## config.mk

```make
export PLATFORM = sky130hd
export DESIGN_NAME = idle_resolver
export DESIGN_NICKNAME = d
export VERILOG_FILES = /design/src/rtl/idle_coord_pkg.sv /design/src/rtl/idle_coord_datapath.sv /design/src/rtl/idle_coord_ctrl.sv /design/src/rtl/idle_resolver.sv
export SDC_FILE = /design/constraint.sdc
export NUM_CORES = 1
export LEC_CHECK = 0
export ABC_AREA = 1
export CORE_MARGIN = 2
export CORE_UTILIZATION = 25
export CTS_BUF_LIST = sky130_fd_sc_hd__clkbuf_4 sky130_fd_sc_hd__clkbuf_8 sky130_fd_sc_hd__clkbuf_16
export DETAILED_ROUTE_END_ITERATION = 10
export PLACE_DENSITY = 0.49
export SYNTH_ARGS = -nofsm -noshare
export SYNTH_HDL_FRONTEND = slang
export SYNTH_SLANG_ARGS = --single-unit
```

## constraint.sdc

```tcl
create_clock -name clk -period 3.1 [get_ports clk]
set_input_delay 0.31 -clock clk [delete_from_list [all_inputs] [get_ports clk]]
set_output_delay 0.31 -clock clk [all_outputs]
set_load 0.02 [all_outputs]
```

## src/rtl/idle_coord_pkg.sv

```systemverilog
package idle_coord_pkg;

  localparam int unsigned STATE_W = 3;

  typedef enum logic [STATE_W-1:0] {
    ST_C0  = 3'd0,
    ST_C1  = 3'd1,
    ST_C1E = 3'd2,
    ST_C3  = 3'd3,
    ST_C6  = 3'd4
  } idle_state_e;

  // strobes from control to datapath, one per core
  typedef struct packed {
    logic wake;     // force this core active at the next edge
    logic foldExt;  // fold extended-halt requests into light halt
  } core_strobe_t;

  // out-of-range request codes are clamped to the deepest state
  function automatic idle_state_e sanitize(input logic [STATE_W-1:0] code);
    return (code > 3'd4) ? ST_C6 : idle_state_e'(code);
  endfunction

endpackage

```

## src/rtl/idle_coord_datapath.sv

```systemverilog
module idle_coord_datapath
  import idle_coord_pkg::*;
#(
  parameter int unsigned NUM_CORES        = 2,
  parameter int unsigned THREADS_PER_CORE = 2
) (
  input  logic                                       clk,
  input  logic                                       rstN,
  input  logic [NUM_CORES*THREADS_PER_CORE*STATE_W-1:0] thrReq,
  input  core_strobe_t [NUM_CORES-1:0]               strobes,
  output logic [NUM_CORES*STATE_W-1:0]               coreState,
  output logic [STATE_W-1:0]                         pkgState
);

  localparam int unsigned CORE_REQ_W = THREADS_PER_CORE * STATE_W;

  function automatic idle_state_e coreMin(input logic [CORE_REQ_W-1:0] reqs,
                                          input logic fold);
    idle_state_e m;
    idle_state_e s;
    m = ST_C6;
    for (int t = 0; t < THREADS_PER_CORE; t++) begin
      s = sanitize(reqs[t*STATE_W +: STATE_W]);
      if (fold && s == ST_C1E) s = ST_C1;
      if (s < m) m = s;
    end
    return m;
  endfunction

  idle_state_e             rawCore [NUM_CORES];
  idle_state_e             repCore [NUM_CORES];
  idle_state_e             coreQ   [NUM_CORES];
  idle_state_e             pkgNext;
  idle_state_e             pkgQ;
  logic [NUM_CORES-1:0]    idleVec;
  logic                    allIdle;

  for (genvar c = 0; c < NUM_CORES; c++) begin : g_core
    always_comb begin
      if (strobes[c].wake) rawCore[c] = ST_C0;
      else rawCore[c] = coreMin(thrReq[c*CORE_REQ_W +: CORE_REQ_W], strobes[c].foldExt);
    end

    assign idleVec[c] = (rawCore[c] != ST_C0);

    always_comb begin
      if (rawCore[c] == ST_C1 || rawCore[c] == ST_C1E)
        repCore[c] = (!strobes[c].foldExt && allIdle) ? ST_C1E : ST_C1;
      else
        repCore[c] = rawCore[c];
    end

    always_ff @(posedge clk) begin
      if (!rstN) coreQ[c] <= ST_C0;
      else       coreQ[c] <= repCore[c];
    end

    assign coreState[c*STATE_W +: STATE_W] = coreQ[c];
  end

  assign allIdle = &idleVec;

  always_comb begin
    pkgNext = ST_C6;
    for (int c = 0; c < NUM_CORES; c++) begin
      if (repCore[c] < pkgNext) pkgNext = repCore[c];
    end
  end

  always_ff @(posedge clk) begin
    if (!rstN) pkgQ <= ST_C0;
    else       pkgQ <= pkgNext;
  end

  assign pkgState = pkgQ;

endmodule

```

## src/rtl/idle_coord_ctrl.sv

```systemverilog
module idle_coord_ctrl
  import idle_coord_pkg::*;
#(
  parameter int unsigned NUM_CORES = 2
) (
  input  logic                         clk,
  input  logic                         rstN,
  input  logic                         promoteEn,
  input  logic [NUM_CORES-1:0]         irq,
  input  logic [NUM_CORES-1:0]         monHit,
  input  logic [NUM_CORES-1:0]         mwaitReq,
  input  logic [NUM_CORES*STATE_W-1:0] coreState,
  input  logic [STATE_W-1:0]           pkgState,
  output core_strobe_t [NUM_CORES-1:0] strobes,
  output logic                         minFreqReq,
  output logic                         vReduceReq
);

  logic [NUM_CORES-1:0] armed;
  logic [NUM_CORES-1:0] wake;
  logic                 pkgExt;

  assign wake   = irq | (monHit & armed);
  assign pkgExt = (pkgState == ST_C1E);

  for (genvar c = 0; c < NUM_CORES; c++) begin : g_core
    logic coreActive;
    assign coreActive = (coreState[c*STATE_W +: STATE_W] == ST_C0);

    assign strobes[c].wake    = wake[c];
    assign strobes[c].foldExt = !promoteEn;

    // arming is sampled while the core is still active, i.e. at entry
    always_ff @(posedge clk) begin
      if (!rstN)           armed[c] <= 1'b0;
      else if (wake[c])    armed[c] <= 1'b0;
      else if (coreActive) armed[c] <= mwaitReq[c];
    end
  end

  // frequency request first, voltage one cycle later; both drop together
  always_ff @(posedge clk) begin
    if (!rstN) begin
      minFreqReq <= 1'b0;
      vReduceReq <= 1'b0;
    end else begin
      minFreqReq <= pkgExt;
      vReduceReq <= pkgExt && minFreqReq;
    end
  end

endmodule

```

## src/rtl/idle_resolver.sv

```systemverilog
module idle_resolver
  import idle_coord_pkg::*;
#(
  parameter int unsigned NUM_CORES        = 2,
  parameter int unsigned THREADS_PER_CORE = 2
) (
  input  logic                                          clk,
  input  logic                                          rstN,
  input  logic                                          promoteEn,
  input  logic [NUM_CORES*THREADS_PER_CORE*STATE_W-1:0] thrReq,
  input  logic [NUM_CORES-1:0]                          irq,
  input  logic [NUM_CORES-1:0]                          monHit,
  input  logic [NUM_CORES-1:0]                          mwaitReq,
  output logic [NUM_CORES*STATE_W-1:0]                  coreState,
  output logic [STATE_W-1:0]                            pkgState,
  output logic                                          minFreqReq,
  output logic                                          vReduceReq
);

  core_strobe_t [NUM_CORES-1:0] strobes;

  idle_coord_ctrl #(.NUM_CORES(NUM_CORES)) u_ctrl (
    .clk        (clk),
    .rstN       (rstN),
    .promoteEn  (promoteEn),
    .irq        (irq),
    .monHit     (monHit),
    .mwaitReq   (mwaitReq),
    .coreState  (coreState),
    .pkgState   (pkgState),
    .strobes    (strobes),
    .minFreqReq (minFreqReq),
    .vReduceReq (vReduceReq)
  );

  idle_coord_datapath #(
    .NUM_CORES        (NUM_CORES),
    .THREADS_PER_CORE (THREADS_PER_CORE)
  ) u_dp (
    .clk       (clk),
    .rstN      (rstN),
    .thrReq    (thrReq),
    .strobes   (strobes),
    .coreState (coreState),
    .pkgState  (pkgState)
  );

endmodule

```

==> reports/metrics.csv, run 1 <==
stage,metric,value,unit
routing,dr_total_vias,1096,
synthesis,syn_area_per_cell,6.41,um^2
die,ios,32,
final_layout,antennaDiodeCount,0,
power,powerDensity,398,mW/mm^2
clock_tree,cts.path.max_buffers,2,
final_layout,fin_util,0.400,
die,dieHeight,68.5,um
power,p_total,636,uW
power,leakage,0.826,nW
die,core,0.00400,mm^2
routing,viasPerCell,4.23,
status,status,completed,
worst_setup_path,cp-end-kind,register,
sta,tns,0,ns
clock_tree,cts_tree,yes,
grt,grt_overflow_total,0,
worst_setup_path,arrival,2.95,ns
synthesis,synth.area.top_cells,"dfxtp_1 25%, nand2_1 12%, inv_1 8.7%, ha_1 7.2%, nand3_1 7.2%",
run,cap_violations,0,
final_layout,synthToLayoutAreaGrowth,54.1,%
sta,hold_viol_final,0,
sta,slew-limit-headroom,0.796,
clock_tree,clk_latency,0.24,ns
final_layout,multi_input_area,682,um^2
sta,holdWs,0.471,ns
synthesis,synth_flop_cell,dfxtp_1,
min_path,hold_start,u_ctrl.minFreqReq,
die,die_area,0.00469,mm^2
final_layout,nNetsFinal,237,
clock_tree,clk_pin_slew,0.05,ns
grt,grt_pass1_vias,1024,
worst_setup_path,crit_fanout,4,
min_path,hold_class,register to register,
worst_setup_path,r2r-start,u_ctrl.armed[1],
routing,wire_per_inst,9.22,um
worst_setup_path,critical_path_class,input port to register,
die,die_w,68.5,um
sta,report.final.setup_viol,0,
synthesis,synth_commonest_cells,"33 x nand2_1, 24 x inv_1, 20 x nor2_1",
worst_setup_path,r2r_slack,0.92,ns
synthesis,yosys_warnings,0,
clock_tree,cts_num_sinks,13,
synthesis,async_reset_ff_frac,0,
min_path,hold_end,u_ctrl.vReduceReq,
place,gp_congestion,0.803,
die,row_count,23,
routing,wl,2390,um
synthesis,synth_cell_types,24,
grt,grt_max_degree,9,
clock_tree,cts_buffers,3,
final_layout,final_layout_size_suffix_gt1_frac,0.263,
synthesis,yosysSeqAreaShare,0.251,
sta,rsz0062_at_grt,false,
clock_tree,postCtsHoldBufs,0,
place,numPortBuffers,31,
sta,clock.fmax,355,MHz
sta,slew_violations,0,
worst_setup_path,r2r_cells,17,
worst_setup_path,r2r_end,u_dp.pkgState[1],
worst_setup_path,cp-start-kind,input port,
min_path,holdPathStages,1,
clock_tree,htree_levels,1,
grt,antenna_found_initial,0,
sta,period_needed,2.82,ns
synthesis,syn_inst,162,
clock_tree,cts_root_buffer,clkbuf_8,
routing,drc,0,
grt,grt_pass1_wl,4160,um
grt,grt_usage,0.114,
sta,finalClockSkew,0.00135,ns
sta,fin_crit_sh,0.909,
synthesis,synth.most_common_cell,nand2_1,
routing,drtIter0Drc,22,
synthesis,yosysTopAreaCell,dfxtp_1,
sta,worst_slew_pin_slew,0.305,ns
routing,first_pass_iters,4,
place,dpl.hpwl,2000,um
final_layout,final-seq-area,260,um^2
routing,drtAntennaViolNets,0,
worst_setup_path,required,3.23,ns
synthesis,syn_nets,189,
die,initial_core_util,0.260,
synthesis,synth_edf_count,0,
synthesis,netlist.area_leader.share,0.251,
synthesis,ys_ff_latch,13,
final_layout,nFillCells,419,
power,ir_drop,0.277,mV
synthesis,netlist_area,0.00104,mm^2
## how the worst max path moves through the flow
stage               startpoint               end  slack (ns)  depth (start not counted)
finish               thrReq[9]  u_dp.pkgState[1]        0.28                         22
global route         thrReq[9]  u_dp.pkgState[1]        0.04                         23
CTS                 thrReq[11]  u_dp.pkgState[0]        0.11                         24
detailed placement  thrReq[11]  u_dp.pkgState[0]       -0.12                         24
global placement    thrReq[11]  u_dp.pkgState[1]       -0.07                         24
floorplan            thrReq[8]  u_dp.pkgState[0]        0.50                         21
## power breakdown
part	switching, mW	internal, mW	total (mW)
Clock	0.0536	0.0990	0.153
Sequential	0.00982	0.187	0.196
Combinational	0.150	0.137	0.287
## logic make-up (layout without fill, tap and decap cells)
group / after synthesis / count (layout) / share of synthesized area
AO/OA/AOI/OAI: 17 / 17 / 0.119
buffers and inverters: 34 / 81 / 0.123
adder cells (fa/ha/maj): 6 / 6 / 0.0723
flip-flops: 13 / 13 / 0.251
AND/OR/NAND/NOR: 92 / 92 / 0.435
## layer usage
layer,track usage,up-vias,wire length [um]
li1,-,601,-
met1,0.137,479,1120
met2,0.202,16,1160
met3,0.0411,0,115
met4,0.00750,0,0
met5,0,-,0
## sequential cells by signal (all words and copies together) (netlist names)
signal	count
u_ctrl.armed	2
u_ctrl.vReduceReq	1
u_dp.pkgState	3
u_dp.coreQ	6
u_ctrl.minFreqReq	1
## layout by cell type (no fill, tap or decap)
| master | synthesis | layout |
|---|---|---|
| nor3b_1 | 1 | 1 |
| clkdlybuf4s50_1 | 0 | 28 |
| dlymetal6s2s_1 | 0 | 3 |
| and2_4 | 0 | 1 |
| inv_1 | 24 | 24 |
| nor3_2 | 0 | 1 |
| nand3_2 | 4 | 6 |
| o21ai_4 | 1 | 1 |
| a21oi_1 | 6 | 4 |
| nor2_8 | 1 | 1 |
| o21ai_2 | 0 | 1 |
| a21oi_2 | 3 | 5 |
| o21ai_0 | 2 | 2 |
| dfxtp_1 | 13 | 13 |
| nor2_1 | 20 | 20 |
| o211ai_1 | 1 | 1 |
| buf_4 | 0 | 15 |
| ha_1 | 6 | 6 |
| o21bai_1 | 1 | 1 |
| o21ai_1 | 2 | 1 |
| nand3_1 | 15 | 13 |
| and2_1 | 2 | 1 |
| clkbuf_4 | 0 | 1 |
| nand2_1 | 33 | 32 |
| inv_2 | 7 | 7 |
| or3b_2 | 1 | 1 |
| nor3_1 | 4 | 3 |
| a21oi_4 | 1 | 1 |
| clkbuf_8 | 0 | 3 |
| nand2_2 | 10 | 11 |
| nor4_1 | 1 | 1 |
## area by class of cell
cell class                 count  area share
inverter                      31      0.0727
timing repair buffer          46       0.269
clock buffer                   4      0.0305
tap                           50      0.0391
sequential                    13       0.163
multi-input combinational    115       0.426
## worst max-delay path, stage by stage
cell             delay, ns
clkdlybuf4s50_1       0.42
o21bai_1              0.22
inv_1                 0.07
ha_1                  0.20
a21oi_2               0.17
buf_4                 0.14
nand2_1               0.06
nand2_1               0.07
nand3_2               0.10
nand3_2               0.11
nand2_1               0.06
inv_2                 0.05
nand2_2               0.06
o21ai_2               0.06
and2_4                0.16
inv_1                 0.04
ha_1                  0.27
nand2_1               0.04
inv_1                 0.08
o21ai_4               0.07
a21oi_1               0.12
nor2_1                0.06
## through the flow
| stage | std cells | instance area (um^2) | setup slack (ns) |
|---|---|---|---|
| 2_1_floorplan | 162 | 1040 | 0.499 |
| 3_3_place_gp | 254 | 1510 | -0.0695 |
| 3_5_place_dp | 254 | 1510 | -0.118 |
| 4_1_cts | 258 | 1550 | 0.113 |
| 5_1_grt | 259 | 1600 | 0.0351 |
| 6_report | 259 | 1600 | 0.283 |
## what timing repair did
action / CTS / global route
buffers inserted: 0 / 1
endpoints found under the setup margin: 0 / 3
gates resized for setup: 0 / 11
Note: power is estimated with default switching activity, not from simulation.
==> run 2, diff against run 1 <==
--- a/config.mk
+++ b/config.mk
@@ -14,3 +14,4 @@
 export SYNTH_ARGS = -nofsm -noshare
 export SYNTH_HDL_FRONTEND = slang
 export SYNTH_SLANG_ARGS = --single-unit
+export TNS_END_PERCENT = 50
==> results of run 2 <==
No change in the layout: final DEF, timing and power equal those of run 1.
